### config.mk
export PLATFORM = sky130hd
export DESIGN_NAME = osc_step_modulator
export DESIGN_NICKNAME = d
export VERILOG_FILES = /design/src/rtl/stepmod_pkg.sv /design/src/rtl/stepmod_frame_ctr.sv /design/src/rtl/stepmod_phase_acc.sv /design/src/rtl/stepmod_step_sel.sv /design/src/rtl/osc_step_modulator.sv
export SDC_FILE = /design/constraint.sdc
export NUM_CORES = 1
export LEC_CHECK = 0
export BUFFER_PORTS_ARGS = -buffer_cell sky130_fd_sc_hd__buf_2
export CORE_UTILIZATION = 45
export CTS_BUF_LIST = sky130_fd_sc_hd__clkbuf_16
export CTS_CLUSTER_SIZE = 30
export DETAILED_ROUTE_END_ITERATION = 8
export PLACE_DENSITY = 0.69
export SYNTH_ARGS = -nofsm -noshare
export SYNTH_HDL_FRONTEND = slang
export SYNTH_SLANG_ARGS = --single-unit
### constraint.sdc
create_clock -name clk -period 2.11 [get_ports clk]
set_input_delay 0.422 -clock clk [delete_from_list [all_inputs] [get_ports clk]]
set_output_delay 0.422 -clock clk [all_outputs]
set_load 0.05 [all_outputs]
### src/rtl/stepmod_pkg.sv
package stepmod_pkg;
  parameter int unsigned STEPMOD_STEP_W = 3;
  parameter int unsigned STEPMOD_FRAC_W = 5;
endpackage

### src/rtl/stepmod_frame_ctr.sv
module stepmod_frame_ctr #(
  parameter int unsigned FRAC_W = 5
) (
  input  logic              clk,
  input  logic              rst_n,
  input  logic              tick,
  output logic [FRAC_W-1:0] pos,
  output logic              frame_wrap
);
  localparam logic [FRAC_W-1:0] LAST_POS = '1;

  logic [FRAC_W-1:0] pos_q;

  // Reset to the last slot so that the first strobe opens a frame.
  always_ff @(posedge clk) begin
    if (!rst_n)    pos_q <= LAST_POS;
    else if (tick) pos_q <= pos_q + 1'b1;
  end

  assign pos        = pos_q;
  assign frame_wrap = (pos_q == LAST_POS);

  // frame position moves only on a strobe
  assert_pos_hold_R7: assert property (@(posedge clk) disable iff (!rst_n)
    !tick |=> $stable(pos_q));
endmodule

### src/rtl/stepmod_phase_acc.sv
module stepmod_phase_acc #(
  parameter int unsigned FRAC_W = 5
) (
  input  logic              clk,
  input  logic              rst_n,
  input  logic              tick,
  input  logic              restart,
  input  logic [FRAC_W-1:0] frac,
  output logic              carry
);
  logic [FRAC_W-1:0] acc_q;
  logic [FRAC_W:0]   sum;

  // The phase restarts from zero at each frame boundary, so a constant
  // fraction yields exactly that many carries per frame.
  function automatic logic [FRAC_W:0] phase_add(input logic [FRAC_W-1:0] a,
                                                input logic [FRAC_W-1:0] f);
    return {1'b0, a} + {1'b0, f};
  endfunction

  assign sum   = phase_add(restart ? '0 : acc_q, frac);
  assign carry = sum[FRAC_W];

  always_ff @(posedge clk) begin
    if (!rst_n)    acc_q <= '0;
    else if (tick) acc_q <= sum[FRAC_W-1:0];
  end

  // a zero fraction never produces a step-up request
  assert_zero_frac_no_carry_R5: assert property (@(posedge clk) disable iff (!rst_n)
    (tick && frac == '0) |-> !carry);
  // phase moves only on a strobe
  assert_phase_hold_R7: assert property (@(posedge clk) disable iff (!rst_n)
    !tick |=> $stable(acc_q));
endmodule

### src/rtl/stepmod_step_sel.sv
module stepmod_step_sel #(
  parameter int unsigned STEP_W = 3
) (
  input  logic [STEP_W-1:0] base,
  input  logic              up_req,
  output logic [STEP_W-1:0] step,
  output logic              up_blocked
);
  localparam logic [STEP_W-1:0] TOP_STEP = '1;

  function automatic logic [STEP_W-1:0] step_pick(input logic [STEP_W-1:0] b,
                                                  input logic             up);
    if (up && b != TOP_STEP) return b + 1'b1;
    return b;
  endfunction

  assign step       = step_pick(base, up_req);
  assign up_blocked = up_req && (base == TOP_STEP);

  // a blocked request leaves the step at the top value
  always_comb begin
    if (up_blocked) assert_blocked_stays_top_R6: assert (step == TOP_STEP);
  end
endmodule

### src/rtl/osc_step_modulator.sv
module osc_step_modulator
  import stepmod_pkg::*;
#(
  parameter int unsigned STEP_W = STEPMOD_STEP_W,
  parameter int unsigned FRAC_W = STEPMOD_FRAC_W
) (
  input  logic              clk,
  input  logic              rst_n,
  input  logic              osc_tick,
  input  logic [STEP_W-1:0] step_base,
  input  logic [FRAC_W-1:0] frac_cnt,
  output logic [STEP_W-1:0] step_eff,
  output logic              frame_start
);
  localparam int unsigned       FRAME_LEN = 1 << FRAC_W;
  localparam int unsigned       GAP_W     = FRAC_W + 2;
  localparam logic [STEP_W-1:0] TOP_STEP  = '1;
  localparam logic [STEP_W-1:0] STEP_ONE  = STEP_W'(1);

  logic [FRAC_W-1:0] frame_pos;
  logic              frame_wrap;
  logic              phase_carry;
  logic [STEP_W-1:0] step_next;
  logic              up_blocked;
  logic [STEP_W-1:0] step_q;
  logic              fstart_q;

  stepmod_frame_ctr #(.FRAC_W(FRAC_W)) frame_i (
    .clk        (clk),
    .rst_n      (rst_n),
    .tick       (osc_tick),
    .pos        (frame_pos),
    .frame_wrap (frame_wrap)
  );

  stepmod_phase_acc #(.FRAC_W(FRAC_W)) phase_i (
    .clk     (clk),
    .rst_n   (rst_n),
    .tick    (osc_tick),
    .restart (frame_wrap),
    .frac    (frac_cnt),
    .carry   (phase_carry)
  );

  stepmod_step_sel #(.STEP_W(STEP_W)) sel_i (
    .base       (step_base),
    .up_req     (phase_carry),
    .step       (step_next),
    .up_blocked (up_blocked)
  );

  always_ff @(posedge clk) begin
    if (!rst_n) begin
      step_q   <= '0;
      fstart_q <= 1'b0;
    end else if (osc_tick) begin
      step_q   <= step_next;
      fstart_q <= frame_wrap;
    end
  end

  assign step_eff    = step_q;
  assign frame_start = fstart_q;

  // Checker-only counter: strobes seen since the last frame flag rose.
  logic [GAP_W-1:0] chk_gap;
  logic             chk_seen;
  logic             fstart_rose;
  logic             fstart_d;

  always_ff @(posedge clk) begin
    if (!rst_n) fstart_d <= 1'b0;
    else        fstart_d <= fstart_q;
  end
  assign fstart_rose = fstart_q && !fstart_d;

  always_ff @(posedge clk) begin
    if (!rst_n) begin
      chk_gap  <= '0;
      chk_seen <= 1'b0;
    end else if (fstart_rose) begin
      chk_gap  <= osc_tick ? GAP_W'(1) : '0;
      chk_seen <= 1'b1;
    end else if (osc_tick) begin
      chk_gap  <= chk_gap + 1'b1;
    end
  end

  assert_frame_period_R1: assert property (@(posedge clk) disable iff (!rst_n)
    (fstart_rose && chk_seen) |-> (chk_gap == GAP_W'(FRAME_LEN)));

  assert_outputs_hold_R7: assert property (@(posedge clk) disable iff (!rst_n)
    !osc_tick |=> ($stable(step_eff) && $stable(frame_start)));

  assert_step_in_pair_R2: assert property (@(posedge clk) disable iff (!rst_n)
    osc_tick |=> ((step_eff == $past(step_base)) ||
                  ((step_eff == $past(step_base) + STEP_ONE) && ($past(step_base) != TOP_STEP))));

  assert_top_step_capped_R6: assert property (@(posedge clk) disable iff (!rst_n)
    (osc_tick && step_base == TOP_STEP) |=> (step_eff == TOP_STEP));

  assert_zero_frac_base_R5: assert property (@(posedge clk) disable iff (!rst_n)
    (osc_tick && frac_cnt == '0) |=> (step_eff == $past(step_base)));
endmodule

After elaboration in Yosys (flattened, before gate mapping) --
Index checks and enable logic that the tools add are counted.
Storage, ports and cells: output and inout port bits 4, word-level logic and storage cells 14, flip-flop bits (word level) 14
Cells by class: mux-type cells 4, equal/unequal tests 2, add/sub/neg operators 3, reduce and logical (&&, ||, !) cells 1
Operators with widths (count):
- adder 5 x 5 -> 6 bit | 1
- two-way mux 3 bit | 2
- adder 5 x 1 -> 5 bit, second input constant | 1
- == test 5 bit, second input constant | 1
- two-way mux 5 bit | 1
- adder 3 x 1 -> 3 bit, second input constant | 1
- != test 3 bit, second input constant | 1
- logical AND 1 bit | 1
- two-way mux 1 bit | 1

Depth between registers and ports, before layout --
word-level depth 6, mapped depth 11

Cells and area by module --
Synthesis repeated with hierarchy kept, for this count alone.
Unflattened totals: cell total of the unflattened synthesis 86, area total of the unflattened synthesis 870.8 um^2
By module, submodules not included:
- stepmod_phase_acc | instances 1, area each 391.6 um^2, seq. area each 100.1 um^2, cells an instance 44
- stepmod_frame_ctr | instances 1, area each 237.7 um^2, seq. area each 100.1 um^2, cells an instance 22
- osc_step_modulator | instances 1, area each 156.4 um^2, seq. area each 80.1 um^2, cells an instance 13
- stepmod_step_sel | instances 1, area each 85.1 um^2, seq. area each 0.0 um^2, cells an instance 7

Least setup slack after synthesis --
OpenSTA, ideal clock, no wires.
path type register to register, start register frame_i.pos_q[0] (netlist: frame_i.pos[0]), end register phase_i.acc_q[4], required time 1994 ps, path buffers 0, stages on the path, launching flop included 12, arrival time 2159 ps, period minus slack after synthesis 2275 ps, setup time 116 ps, setup slack -165 ps, path through dfxtp_1 > ha_1 > and3_1 > ha_1 > nor2b_1 > ha_1 > inv_1 > fa_1 > nor2b_1 > o21a_1 > o21ai_0 > a41o_1
Between the ends: cells in the longest elaborated chain, start to end 3
RTL lines:
- start, declared | line stepmod_frame_ctr.sv:12 | logic [FRAC_W-1:0] pos_q;
- start signal, assigned | line stepmod_frame_ctr.sv:17 | else if (tick) pos_q <= pos_q + 1'b1;
- == test 5 bit | line stepmod_frame_ctr.sv:21 | assign frame_wrap = (pos_q == LAST_POS);
- net frame_i.frame_wrap | line stepmod_frame_ctr.sv:8 | output logic frame_wrap
- two-way mux 5 bit | line stepmod_phase_acc.sv:21 | assign sum = phase_add(restart ? '0 : acc_q, frac);
- adder 5 x 5 -> 6 bit | line stepmod_phase_acc.sv:18 | return {1'b0, a} + {1'b0, f};
- end signal, assigned | line stepmod_phase_acc.sv:26 | else if (tick) acc_q <= sum[FRAC_W-1:0];
- end, declared | line stepmod_phase_acc.sv:11 | logic [FRAC_W-1:0] acc_q;
The timed path passes the listed nets, and every way through them passes these cells. A chain may end at the register's enable or synchronous reset.

Worst setup path after layout --
start register frame_i.pos_q[0] (netlist: frame_i.pos[0]), end register step_q[0] (netlist: step_eff[0])
Between the ends: cells in the longest elaborated chain, start to end 6
RTL lines:
- == test 5 bit | line stepmod_frame_ctr.sv:21
- net frame_i.frame_wrap | line stepmod_frame_ctr.sv:8
- two-way mux 5 bit | line stepmod_phase_acc.sv:21
- adder 5 x 5 -> 6 bit | line stepmod_phase_acc.sv:18
- logical AND 1 bit | line stepmod_step_sel.sv:13 | if (up && b != TOP_STEP) return b + 1'b1;
- two-way mux 1 bit | line stepmod_step_sel.sv:13
- two-way mux 3 bit | line stepmod_step_sel.sv:14 | return b;
- end signal, assigned | line osc_step_modulator.sv:57 | step_q <= step_next;
- end, declared | line osc_step_modulator.sv:25 | logic [STEP_W-1:0] step_q;
The timed path passes the listed nets, and every way through them passes these cells.

==> impl_results.md <==
* Seq cells post-synth at 14
* Core ar. at 1730 um^2
* Final WS setup at -0.113 ns
* Synth warn at 0
* Post-synth EDFFs at 0
* Row cnt at 15
* Worst setup path start: frame_i.pos[0]
* Post-synth top cells: dfxtp_1, ha_1, nor2b_1
* HPWL Detailed at 1280 um
* Share of the synthesized area in the top cell type at between 30 and 40%
* WHS at 0.460 ns
* Via count at 744
* Clock sinks at 14
* GR Util All Layers at 20.7%
* Fraction of the cycle the final worst path needs at 105%
* R2r setup slk at -0.11 ns
* P_leak at 0.557 nW
* Post-route cell area at roughly 1200 um^2
* Post-synthesis area per instance at 9.48 um^2
* Routed Antenna Nets at 0
* Crit path kind: reg2reg
* Maximum VDD drop at 0.000612 V
* Final core utilization at 68.6%
* Worst setup EP type: flop
* Relative slew slack at 76.8%
* CTS Root Cell: clkbuf_16
* Status: finished, violations left
* Setup crit start kind: flop
* Full die area at 2030 um^2
* Setup Skew at ~0.0015 ns
* Cell with the most instances after synthesis: dfxtp_1
* R2r startpoint: frame_i.pos[0]
* Height of the die at 45.1 um
* CP Max Fanout at 5
* Synth top area cells: dfxtp_1, ha_1, mux2i_1, nor2b_1, o21ai_0
* Vias in the first global route at 749
* Io pins at 15
* Area Growth Syn to Fin at 42.0%
* Final nets at about 140
* Final Max Slew Viols at 0
* Largest area contributor in the netlist: dfxtp_1
* Num CTS Buffers at 3
* Clk Latency, worst-skew pair at approximately 0.24 ns
* Tot Pwr at 1.04 mW
* Post-Route WL at roughly 1800 um
* Final hold vios at 0
* Failing checks: setup timing
* DR vias/cell at 5.28
* Htree depth at 1
* RSZ-0062 raised after global routing: true
* Fin cells at 141
* Layout cells sized above 1 at 43.1%
* Top FF cell, synth: dfxtp_1
* Worst Path Arrival at 2.33 ns
* DRC at 0
* Initial drt markers at 9
* Hold path depth at 2
* Largest net degree at the start of global routing at 18
* CP required at 2.22 ns
* Placed Area at around 1100 um^2
* PwrDens at 874 nW/um^2
* Grt total ovfl at 0
* Global-route wire length before repair at between 2000 and 3000 um
* Final setup viols at 5
* DIE WIDTH at 45.1 um
* Worst-Margin Slew at around 0.35 ns
* Clk pin slew, worst setup/hold paths at roughly 0.040 ns
* Placed cells at 135
* Placer Congestion at about 0.76
* Clock buffer depth at 2
* Initial DRT Pass Iterations at 3
* # port buffers at 14
* R2R Path End: step_eff[0]
* Ys async rst share at 0%
* Syn Std Cell Area at around 830 um^2
* Starting Density at 48.3%
* Tmin final at roughly 2.2 ns
* MaxCap Viol Count at 0
* # diodes at 0
* Setup crit end: step_eff[0]
* Cells after Synth at 88
* FMAX at 450 MHz
* Post-DR wirelength/cell at 12.9 um
* TritonCTS clock tree: built
* Hold crit path type: reg2reg
* FF-to-FF path depth at 10
* Syn_nets at 109
* Sequential-to-total area share from yosys stat at approximately 34%
* Initial antenna violation count at 0
* Yosys cell types at 34
==> through the flow <==
| step | TNS (ns) | worst slack, ns |
|---|---|---|
| 2_1_floorplan | -0.0455 | -0.0424 |
| 3_3_place_gp | -0.288 | -0.0876 |
| 3_5_place_dp | -0.513 | -0.154 |
| 4_1_cts | -0.483 | -0.127 |
| 5_1_grt | -0.880 | -0.192 |
| 6_report | -0.386 | -0.113 |
==> layout make-up <==
| cell class | count | area (um^2) |
|---|---|---|
| Clock buffer | 3 | 75.1 |
| Inverter | 4 | 17.5 |
| Clock inverter | 1 | 3.75 |
| Multi-Input combinational cell | 67 | 607 |
| Fill cell | 151 | 542 |
| Timing Repair Buffer | 27 | 168 |
| Tap cell | 25 | 31.3 |
| Sequential cell | 14 | 283 |
==> registers in the layout, summed over array words and instances (netlist names) <==
name	count
frame_i.pos	5
phase_i.acc_q	5
step_eff	3
frame_start	1
==> cell families after synthesis <==
| kind of cell | count (synthesis) | share of synthesized area (%) |
|---|---|---|
| compound gates | 25 | 22.3 |
| simple gates | 24 | 15.6 |
| flops | 14 | 33.6 |
| fa+ha+maj | 10 | 15.9 |
| buf+inv | 7 | 3.45 |
| mux | 5 | 6.00 |
| xor+xnor | 3 | 3.15 |
==> cells in the final DEF (no fill, tap or decap), types with 2 or more instances in the layout <==
| cell type | Yosys | routed |
|---|---|---|
| o21ai_1 | 1 | 2 |
| a21oi_2 | 2 | 2 |
| or3_1 | 2 | 2 |
| buf_2 | 2 | 14 |
| and3_1 | 3 | 2 |
| nor2_1 | 2 | 2 |
| nand2_1 | 6 | 6 |
| o22ai_1 | 2 | 2 |
| ha_4 | 0 | 3 |
| nor2b_1 | 8 | 7 |
| ha_1 | 9 | 5 |
| buf_4 | 0 | 13 |
| o21ai_0 | 5 | 4 |
| dfxtp_2 | 0 | 2 |
| mux2i_1 | 5 | 5 |
| inv_1 | 4 | 2 |
| dfxtp_1 | 14 | 12 |
| o211ai_1 | 2 | 2 |
| clkbuf_16 | 0 | 3 |
==> power by group <==
part / internal, mW / total (mW) / switching, mW
logic: 0.186 / 0.358 / 0.171
registers: 0.299 / 0.321 / 0.0221
clock network: 0.250 / 0.356 / 0.106
==> how the worst min path moves through the flow <==
stage                                 from          endpoint  slack [ns]
after global placement    phase_i.acc_q[3]  phase_i.acc_q[3]        0.44
after global routing                 rst_n    frame_i.pos[1]        0.48
final                     phase_i.acc_q[3]  phase_i.acc_q[3]        0.46
after floorplan           phase_i.acc_q[3]  phase_i.acc_q[3]        0.44
after CTS                            rst_n    frame_i.pos[1]        0.47
after detailed placement  phase_i.acc_q[3]  phase_i.acc_q[3]        0.46
==> routing by layer <==
layer | GRT usage [%] | up-vias | wire (um)
met1 | 23.2 | 347 | 785
met3 | 7.20 | 2 | 70
li1 | - | 376 | -
met2 | 36.8 | 19 | 941
met4 | 5.45 | 0 | 14
met5 | 0 | - | 0
==> critical path, stage by stage, from the launching register on <==
cell      delay [ns]
dfxtp_2         0.33
ha_4            0.16
and3_4          0.18
ha_4            0.17
nand2b_4        0.15
inv_4           0.05
ha_4            0.19
a211o_4         0.34
a211oi_4        0.30
or3_1           0.15
a31oi_1         0.07
==> timing repair <==
action	CTS	global route
resized for setup	4	3
setup endpoints to repair	5	6
hold buffers	0	0
pin swaps	5	10
setup buffers	0	2
Power figures use the tool's default switching activity.
